`config.mk`:
```
export PLATFORM = sky130hd
export DESIGN_NAME = btb_predictor
export DESIGN_NICKNAME = d
export VERILOG_FILES = /design/src/rtl/btb_pkg.sv /design/src/rtl/btb_store.sv /design/src/rtl/btb_lookup.sv /design/src/rtl/btb_update.sv /design/src/rtl/btb_predictor.sv
export SDC_FILE = /design/constraint.sdc
export NUM_CORES = 2
export LEC_CHECK = 0
export BUFFER_PORTS_ARGS = -buffer_cell sky130_fd_sc_hd__buf_2
export CORE_MARGIN = 10
export CORE_UTILIZATION = 63
export CTS_BUF_LIST = sky130_fd_sc_hd__clkbuf_8
export CTS_CLUSTER_DIAMETER = 30
export DETAILED_ROUTE_END_ITERATION = 12
export MAX_ROUTING_LAYER = met4
export PLACE_DENSITY = 0.81
export SLEW_MARGIN = 5
export SYNTH_ARGS = -nofsm -noshare
export SYNTH_HDL_FRONTEND = slang
export SYNTH_SLANG_ARGS = --single-unit
```
`constraint.sdc`:
```
create_clock -name clk -period 9.4 [get_ports clk]
set_clock_uncertainty 0.05 [all_clocks]
set_input_delay 0.47 -clock clk [delete_from_list [all_inputs] [get_ports clk]]
set_output_delay 0.47 -clock clk [all_outputs]
set_load 0.02 [all_outputs]
```
`src/rtl/btb_pkg.sv`:
```
package btb_pkg;

    typedef enum logic [1:0] {
        CTR_STRONG_NT = 2'd0,
        CTR_WEAK_NT   = 2'd1,
        CTR_WEAK_T    = 2'd2,
        CTR_STRONG_T  = 2'd3
    } ctr_t;

    // Counter value given to a freshly allocated entry
    function automatic ctr_t ctr_alloc(input logic taken);
        return taken ? CTR_WEAK_T : CTR_WEAK_NT;
    endfunction

    // Saturating step toward the observed outcome
    function automatic ctr_t ctr_step(input ctr_t cur, input logic taken);
        ctr_t nxt;
        nxt = cur;
        if (taken && cur != CTR_STRONG_T)
            nxt = ctr_t'(cur + 2'd1);
        else if (!taken && cur != CTR_STRONG_NT)
            nxt = ctr_t'(cur - 2'd1);
        return nxt;
    endfunction

    function automatic logic ctr_says_taken(input ctr_t cur);
        return cur[1];
    endfunction

endpackage

```
`src/rtl/btb_store.sv`:
```
module btb_store
    import btb_pkg::*;
#(
    parameter int ADDR_W = 32,
    parameter int IDX_W  = 4,
    localparam int TAG_W   = ADDR_W - IDX_W - 2,
    localparam int ENTRIES = 1 << IDX_W
) (
    input  logic              clk,
    input  logic              rst,
    // fetch read port
    input  logic [IDX_W-1:0]  f_idx,
    output logic              f_valid,
    output logic [TAG_W-1:0]  f_tag,
    output logic [ADDR_W-1:0] f_target,
    output ctr_t              f_ctr,
    // resolution read port
    input  logic [IDX_W-1:0]  u_idx,
    output logic              u_valid,
    output logic [TAG_W-1:0]  u_tag,
    output ctr_t              u_ctr,
    // write port
    input  logic              wr_en,
    input  logic [IDX_W-1:0]  wr_idx,
    input  logic [TAG_W-1:0]  wr_tag,
    input  logic [ADDR_W-1:0] wr_target,
    input  ctr_t              wr_ctr
);

    logic [ENTRIES-1:0] valid_q;
    logic [TAG_W-1:0]   tag_q    [ENTRIES];
    logic [ADDR_W-1:0]  target_q [ENTRIES];
    ctr_t               ctr_q    [ENTRIES];

    genvar gi;
    generate
        for (gi = 0; gi < ENTRIES; gi++) begin : g_slot
            logic hit_wr;
            assign hit_wr = wr_en && (wr_idx == IDX_W'(gi));

            always_ff @(posedge clk) begin
                if (rst)
                    valid_q[gi] <= 1'b0;
                else if (hit_wr)
                    valid_q[gi] <= 1'b1;
            end

            always_ff @(posedge clk) begin
                if (hit_wr) begin
                    tag_q[gi]    <= wr_tag;
                    target_q[gi] <= wr_target;
                    ctr_q[gi]    <= wr_ctr;
                end
            end
        end
    endgenerate

    // Reads come from registers, so a same-cycle write is seen one cycle later
    always_comb begin
        f_valid  = valid_q[f_idx];
        f_tag    = tag_q[f_idx];
        f_target = target_q[f_idx];
        f_ctr    = ctr_q[f_idx];
        u_valid  = valid_q[u_idx];
        u_tag    = tag_q[u_idx];
        u_ctr    = ctr_q[u_idx];
    end

endmodule

```
`src/rtl/btb_lookup.sv`:
```
module btb_lookup
    import btb_pkg::*;
#(
    parameter int ADDR_W = 32,
    parameter int IDX_W  = 4,
    localparam int TAG_W = ADDR_W - IDX_W - 2
) (
    input  logic [ADDR_W-1:0] fetch_pc,
    input  logic              e_valid,
    input  logic [TAG_W-1:0]  e_tag,
    input  logic [ADDR_W-1:0] e_target,
    input  ctr_t              e_ctr,
    output logic              pred_taken,
    output logic [ADDR_W-1:0] pred_next_pc
);

    localparam logic [ADDR_W-1:0] STEP = ADDR_W'(4);

    logic hit;

    always_comb begin
        hit          = e_valid && (e_tag == fetch_pc[ADDR_W-1 -: TAG_W]);
        pred_taken   = hit && ctr_says_taken(e_ctr);
        pred_next_pc = pred_taken ? e_target : fetch_pc + STEP;
    end

endmodule

```
`src/rtl/btb_update.sv`:
```
module btb_update
    import btb_pkg::*;
#(
    parameter int ADDR_W = 32,
    parameter int IDX_W  = 4,
    localparam int TAG_W = ADDR_W - IDX_W - 2
) (
    input  logic              res_valid,
    input  logic [ADDR_W-1:0] res_pc,
    input  logic              res_taken,
    input  logic [ADDR_W-1:0] res_target,
    input  logic              res_pred_taken,
    input  logic [ADDR_W-1:0] res_pred_target,
    input  logic              e_valid,
    input  logic [TAG_W-1:0]  e_tag,
    input  ctr_t              e_ctr,
    input  logic [ADDR_W-1:0] e_target,
    output logic              wr_en,
    output logic [TAG_W-1:0]  wr_tag,
    output logic [ADDR_W-1:0] wr_target,
    output ctr_t              wr_ctr,
    output logic              mispredict,
    output logic [ADDR_W-1:0] redirect_pc
);

    localparam logic [ADDR_W-1:0] STEP = ADDR_W'(4);

    logic hit;
    logic dir_wrong;
    logic tgt_wrong;

    always_comb begin
        hit    = e_valid && (e_tag == res_pc[ADDR_W-1 -: TAG_W]);
        wr_en  = res_valid;
        wr_tag = res_pc[ADDR_W-1 -: TAG_W];
        if (hit) begin
            wr_ctr    = ctr_step(e_ctr, res_taken);
            wr_target = res_taken ? res_target : e_target;
        end else begin
            wr_ctr    = ctr_alloc(res_taken);
            wr_target = res_target;
        end

        dir_wrong   = res_taken != res_pred_taken;
        tgt_wrong   = res_taken && res_pred_taken && (res_pred_target != res_target);
        mispredict  = res_valid && (dir_wrong || tgt_wrong);
        redirect_pc = res_taken ? res_target : res_pc + STEP;
    end

endmodule

```
`src/rtl/btb_predictor.sv`:
```
module btb_predictor
    import btb_pkg::*;
#(
    parameter int ADDR_W = 32,
    parameter int IDX_W  = 4
) (
    input  logic              clk,
    input  logic              rst,
    input  logic [ADDR_W-1:0] fetch_pc,
    output logic [ADDR_W-1:0] pred_next_pc,
    output logic              pred_taken,
    input  logic              res_valid,
    input  logic [ADDR_W-1:0] res_pc,
    input  logic              res_taken,
    input  logic [ADDR_W-1:0] res_target,
    input  logic              res_pred_taken,
    input  logic [ADDR_W-1:0] res_pred_target,
    output logic              mispredict,
    output logic [ADDR_W-1:0] redirect_pc
);

    localparam int TAG_W = ADDR_W - IDX_W - 2;

    logic              f_valid;
    logic [TAG_W-1:0]  f_tag;
    logic [ADDR_W-1:0] f_target;
    ctr_t              f_ctr;
    logic              u_valid;
    logic [TAG_W-1:0]  u_tag;
    ctr_t              u_ctr;
    logic [ADDR_W-1:0] u_target;
    logic              wr_en;
    logic [TAG_W-1:0]  wr_tag;
    logic [ADDR_W-1:0] wr_target;
    ctr_t              wr_ctr;

    logic [IDX_W-1:0] f_idx;
    logic [IDX_W-1:0] u_idx;
    assign f_idx = fetch_pc[IDX_W+1:2];
    assign u_idx = res_pc[IDX_W+1:2];

    // Target of the slot being updated, needed to keep it on a not-taken hit
    btb_store #(.ADDR_W(ADDR_W), .IDX_W(IDX_W)) u_tgt_view (
        .clk(clk), .rst(rst),
        .f_idx(u_idx), .f_valid(), .f_tag(), .f_target(u_target), .f_ctr(),
        .u_idx(u_idx), .u_valid(), .u_tag(), .u_ctr(),
        .wr_en(wr_en), .wr_idx(u_idx), .wr_tag(wr_tag),
        .wr_target(wr_target), .wr_ctr(wr_ctr)
    );

    btb_store #(.ADDR_W(ADDR_W), .IDX_W(IDX_W)) u_store (
        .clk(clk), .rst(rst),
        .f_idx(f_idx), .f_valid(f_valid), .f_tag(f_tag),
        .f_target(f_target), .f_ctr(f_ctr),
        .u_idx(u_idx), .u_valid(u_valid), .u_tag(u_tag), .u_ctr(u_ctr),
        .wr_en(wr_en), .wr_idx(u_idx), .wr_tag(wr_tag),
        .wr_target(wr_target), .wr_ctr(wr_ctr)
    );

    btb_lookup #(.ADDR_W(ADDR_W), .IDX_W(IDX_W)) u_lookup (
        .fetch_pc(fetch_pc),
        .e_valid(f_valid), .e_tag(f_tag), .e_target(f_target), .e_ctr(f_ctr),
        .pred_taken(pred_taken), .pred_next_pc(pred_next_pc)
    );

    btb_update #(.ADDR_W(ADDR_W), .IDX_W(IDX_W)) u_update (
        .res_valid(res_valid), .res_pc(res_pc), .res_taken(res_taken),
        .res_target(res_target), .res_pred_taken(res_pred_taken),
        .res_pred_target(res_pred_target),
        .e_valid(u_valid), .e_tag(u_tag), .e_ctr(u_ctr), .e_target(u_target),
        .wr_en(wr_en), .wr_tag(wr_tag), .wr_target(wr_target), .wr_ctr(wr_ctr),
        .mispredict(mispredict), .redirect_pc(redirect_pc)
    );

endmodule

```
* Word level (Yosys, flattened, before mapping)
Memories as Yosys holds them, arrays and structs flattened. Index checks and enable logic that the tools add are counted. Widths: inputs -> output; s select.
Cells by class: add/subtract/negate cells 4, $lt $le $gt $ge 2, eq/ne operators 20, mux-type cells 224, reduce and logical (&&, ||, !) cells 88
Operator list (count):
- $mux 32 | 34
- $reduce_or 32->1 | 30
- $mux 26 | 15
- $reduce_or 26->1 | 15
- $mux 4 | 60
- $mux 1 | 94
- $add 32x3->32 const B | 2
- $eq 26x26->1 | 2
- $mux 2 | 19
- $eq 4x4->1 const B | 8
- $ne 32x32->1 | 1
- $reduce_or 2->1 | 15
- $logic_and 1x1->1 | 24
- $eq 4x3->1 const B | 4
- $lt 4x5->1 const B | 2
- $bmux 1 s4 | 2
- $eq 4x2->1 const B | 2
- $eq 4x1->1 const B | 1
- $logic_not 4->1 | 1
- $add 2x1->2 const B | 1
- $ne 2x2->1 const B | 1
- $reduce_bool 2->1 | 1
- $sub 2x1->2 const B | 1
- $logic_not 1->1 | 1
- other kinds (2) | 2
Word-level totals: register bits 16, memory bits (writable) 1472, output and inout bits 66, word-level logic and storage cells 358, memories kept 4
Memory list:
- u_store.target_q | words 16, width 32, rd ports 1, clocked after memory_dff 0, wr ports 1, RTL line btb_store.sv:32 | logic [ADDR_W-1:0] target_q [ENTRIES];
- u_tgt_view.target_q | words 16, width 32, rd ports 1, clocked after memory_dff 0, wr ports 1, RTL line btb_store.sv:32
- u_store.tag_q | words 16, width 26, rd ports 2, clocked after memory_dff 0, wr ports 1, RTL line btb_store.sv:31 | logic [TAG_W-1:0] tag_q [ENTRIES];
- u_store.ctr_q | words 16, width 2, rd ports 2, clocked after memory_dff 0, wr ports 1, RTL line btb_store.sv:33 | ctr_t ctr_q [ENTRIES];

* Depth between registers and ports, before layout
An unclocked memory read counts as a cell.
word-level depth 21, mapped depth 15, gate-level depth less buffers 9

* By module
From an unflattened synthesis, not the netlist that was laid out.
Unflattened totals: cells, all modules 4064, area, all modules 83627.7 um2
By module, submodules not included:
- btb_store | instances 2, cells each 1799, area each 39972.1 um2
- btb_update | instances 1, cells each 300, area each 2354.8 um2
- btb_lookup | instances 1, cells each 166, area each 1328.8 um2

* Worst setup path before layout
Ideal clock, no wire load.
path type input to register, start in res_pc[2], end mem u_store.ctr_q[0][0] (netlist name), enable pin, setup time 0.554 ns, arrival 6.381 ns, data required time 8.796 ns, path slack 2.415 ns, stages on the path 12, path through buf_6 buf_12 buf_12 buf_6 buf_4 buf_2 buf_2 buf_1 inv_1 ha_1 nand2_1 nor3_1
RTL lines:
- from (decl) | RTL line btb_predictor.sv:13 | input logic [ADDR_W-1:0] res_pc,
- $logic_not 4->1 | RTL line btb_store.sv:39 | assign hit_wr = wr_en && (wr_idx == IDX_W'(gi));
- $logic_and 1x1->1 | RTL line btb_store.sv:39
- net u_store.g_slot[0].hit_wr | RTL line btb_store.sv:38 | logic hit_wr;
- $mux 1 | RTL line btb_store.sv:49 | if (hit_wr) begin
- $mux 1 (not written as such) | RTL line btb_store.sv:52 | ctr_q[gi] <= wr_ctr;
- $mux 1 (no source line) (15 in a row)
- to (decl) | RTL line btb_store.sv:33
The timed path passes the listed nets, and every way through them passes these cells.

* Final worst setup path
start in fetch_pc[3], end out pred_next_pc[12]
Between the ends: word-level cells in the longest chain between the ends 5
RTL lines:
- from (decl) | RTL line btb_predictor.sv:9 | input logic [ADDR_W-1:0] fetch_pc,
- $mem_v2 16x26 or $bmux 1 s4 (tied branches)
- $eq 26x26->1 or $mux 1 (tied branches) | RTL line btb_lookup.sv:22, btb_store.sv:60
- $logic_and 1x1->1 | RTL line btb_lookup.sv:22 | hit = e_valid && (e_tag == fetch_pc[ADDR_W-1 -: TAG_W]);
- $logic_and 1x1->1 | RTL line btb_lookup.sv:23 | pred_taken = hit && ctr_says_taken(e_ctr);
- $mux 32 * | RTL line btb_lookup.sv:24 | pred_next_pc = pred_taken ? e_target : fetch_pc + STEP;
- to (decl) | RTL line btb_predictor.sv:10 | output logic [ADDR_W-1:0] pred_next_pc,
Every way passes the cells marked *; elsewhere a longest branch is shown, timed or not. The select of a mux whose other input is x is not followed.

==> impl_metrics.csv <==
group,metric,value,unit
synthesis,muxShareOfSynthArea,0.284,
detailed_routing,drt-pass1-iter-count,6,
detailed_routing,drcViolationCount,0,
synthesis,synth_simple_gate_area_frac,0.0355,
worst_setup_path,crit_family,"buffers and inverters",
power,cellPowerDensity,196,nW/um^2
synthesis,synth_cell_type_count,80,
hold_path,hp-class,"in2reg",
floorplanning,die-area,89200,sq um
worst_setup_path,startpoint_type,"input pin",
timing,rsz0062_at_grt,"false",
worst_setup_path,critical-path-max-stage-delay,0.67,ns
synthesis,ys_top_cells_by_area,"edfxtp_1 (59%), mux4_2 (22%), mux2i_1 (3.3%)",
placed_design,gp_congestion,1.01,
clock_network,clkTransAtPathRegs,0.06,ns
synthesis,ys.flop_type,"edfxtp_1",
synthesis,ys_seq_area_frac,0.596,
worst_setup_path,path_cells,"buf_8, buf_4, mux4_2, mux2i_1, xnor2_1, nor4_1, a31oi_1, or4_1, nor4_4, buf_4, mux2_2, buf_2",
synthesis,yosys.area.top_type_share,0.589,
floorplanning,die_h,299,microns
worst_setup_path,worstPathRequired,8.88,ns
worst_setup_path,path_max_fanout,75,
clock_network,root_buffer,"clkbuf_8",
global_routing,grt_overflow,0,
clock_network,cts_tree,"yes",
placed_design,post-dp-hpwl,97.6,mm
timing,slew_violations,0,
detailed_routing,vias_per_cell,7.60,
clock_network,clk_path_buf_depth,3,
clock_network,cts_sinks,976,
detailed_routing,ant_nets,0,
detailed_routing,drtIter0Drc,5464,
power,power.leakage,0.0183,uW
worst_setup_path,rrSetupSlack,4.77,ns
timing,fin_crit_sh,0.644,
synthesis,synth-compound-area-share,0.0323,
placed_design,io_buffers,198,
synthesis,syn_area_per_cell,18.5,sq um
synthesis,synth_xor_area_frac,0.0247,
floorplanning,core,77200,sq um
floorplanning,die_w,299,microns
synthesis,yosys_warnings,0,
synthesis,synth-async-reset-ratio,0,
synthesis,synth-edff-count,960,
detailed_routing,routedWlPerCell,38.4,microns
worst_setup_path,worst-setup-path-type,"in2out",
synthesis,synthAdderAreaFrac,0.00205,
timing,finalHoldViolCount,0,
layout,finalNonFillerCells,4124,
worst_setup_path,worst-path-buf-inv,4,
floorplanning,initial_core_util,0.634,
timing,period_minus_slack,6.05,ns
global_routing,gr-usage-all-layers,0.365,
synthesis,ys_seq_elements,976,
outcome,status,"complete, no violations",
layout,fin_nets,3051,
global_routing,grt_pass1_wl,226,mm
global_routing,grt_max_degree,118,
timing,fin_setup_tns,0,ns
synthesis,synth_top_family_by_area,"multiplexers",
worst_setup_path,cp-end-kind,"output pin",
synthesis,synth_cells,2651,
power,vdd_drop_max,0.145,mV
worst_setup_path,cp_slowest_cell,"nor4_1",
synthesis,synth_area_leader_cell,"edfxtp_1",
layout,area_growth,12.6,%
floorplanning,rows,102,
timing,tightest_slew,1.38,ns
clock_network,cts_max_level,4,
placed_design,dp_cells,3753,
clock_network,cts_buffers,190,
global_routing,antenna_found_initial,15,
worst_setup_path,cp.arrival,5.53,ns
timing,max_freq,165,MHz
job,drv_cap,0,
detailed_routing,vias,31330,
clock_network,cts_setup_buffers,0,
worst_setup_path,cp_common_cell,"buf_4",
floorplanning,io-pin-count,199,
placed_design,placed_cell_area,50700,sq um
timing,finalSetupViolCount,0,
detailed_routing,drt_wl_total,158,mm
timing,maxSlewHeadroom,0.0795,
clock_network,insertion_delay,0.85,ns
layout,drive_gt1_frac,0.372,
synthesis,syn_area,48900,sq um
layout,design_area,55100,sq um
synthesis,syn_nets,2792,
global_routing,grt_pass1_vias,31831,
-- report_power, final --
| group | internal (uW) | leakage (uW) | switching (uW) |
|---|---|---|---|
| registers | 4880 | 0.00880 | 45.9 |
| logic | 434 | 0.00726 | 652 |
| clock network | 2790 | 0.00225 | 1980 |
-- registers in the layout, indices dropped and copies added (netlist names) --
name,cells
u_tgt_view.target_q,224
u_store.ctr_q,32
u_store.target_q,288
u_store.tag_q,416
u_store.valid_q,16
-- cell usage after synthesis (9+ instances only) --
cell type	number
a21oi_1	19
a221oi_1	10
a22o_1	13
a22oi_1	37
and3_1	12
buf_1	14
buf_2	47
buf_4	23
buf_6	20
clkbuf_1	74
dfxtp_1	16
edfxtp_1	960
inv_1	27
mux2_2	47
mux2_4	30
mux2i_1	161
mux4_1	15
mux4_2	484
nand2_1	101
nand3_1	42
nand4_1	28
nor2_1	84
nor2b_1	18
nor3_1	9
nor4_1	12
o21ai_0	47
o22ai_1	10
xnor2_1	101
xor2_1	37
-- metrics by stage --
| step | hold WS [ns] | total power [uW] | setup slack, ns | util |
|---|---|---|---|---|
| after detailed placement | 0.444 | 6060 | 3.27 | 0.656 |
| after global routing | 0.0342 | 11000 | 3.21 | 0.713 |
| final | 0.0611 | 10800 | 3.35 | 0.713 |
| after CTS | 0.00225 | 10800 | 3.45 | 0.713 |
| after global placement | 0.422 | 6020 | 3.37 | 0.656 |
| after floorplan | 0.400 | 5680 | 2.41 | - |
-- cell type report --
type,count,area (sq um)
Antenna cell,13,32.5
Inverter,31,121
Clock inverter,158,1640
Tap cell,1040,1300
Fill cell,4602,22100
Multi-Input combinational cell,1452,18600
Clock buffer,195,2680
Timing Repair Buffer,259,1530
Sequential cell,976,29100
-- metal layers --
layer  wire, microns  global-route usage  vias up  part of all wire
met4            8740               0.181        0             0.055
met1           52000               0.453    15817              0.33
met2           74000               0.543     3155              0.47
li1                -                   -    11799                 -
met5               0                   -        -                 0
met3           23600               0.117      559              0.15
-- cells in the final DEF (no fill, tap or decap), types with 15 or more instances in the layout --
cell	synthesis	layout
edfxtp_1	960	960
mux4_2	484	484
clkbuf_8	0	195
buf_2	47	192
mux2i_1	161	161
nand2_1	101	101
xnor2_1	101	101
nor2_1	84	72
buf_4	23	56
inv_1	27	55
o21ai_0	47	47
mux2_2	47	47
nand3_1	42	42
xor2_1	37	37
a22oi_1	37	37
mux2_4	30	30
bufinv_16	0	29
clkinv_2	0	29
nand4_1	28	28
clkinv_1	2	27
clkinvlp_4	0	20
a21oi_1	19	19
nor2b_1	18	18
dfxtp_1	16	16
mux4_1	15	15
-- worst paths after layout --
check,startpoint,end,cells past startpoint
min,res_pc[21],u_store.tag_q[13][15],1
max,fetch_pc[3],pred_next_pc[12],12
max reg2reg,u_store.tag_q[11][10],u_store.target_q[4][0],9
min reg2reg,u_store.valid_q[14],u_store.valid_q[14],2
-- timing repair --
action,in CTS,in global routing
hold buffers,5,0
gates resized for setup,0,0
endpoints found under the hold margin,42,0
-- cells by family (layout without fill, tap and decap cells) --
kind of cell | after synthesis | after routing
flops | 976 | 976
compound gates | 219 | 219
xor+xnor | 138 | 138
other cells | 0 | 13
mux | 737 | 737
fa+ha+maj | 8 | 8
simple gates | 350 | 350
buf+inv | 223 | 643
Power figures use the tool's default switching activity.
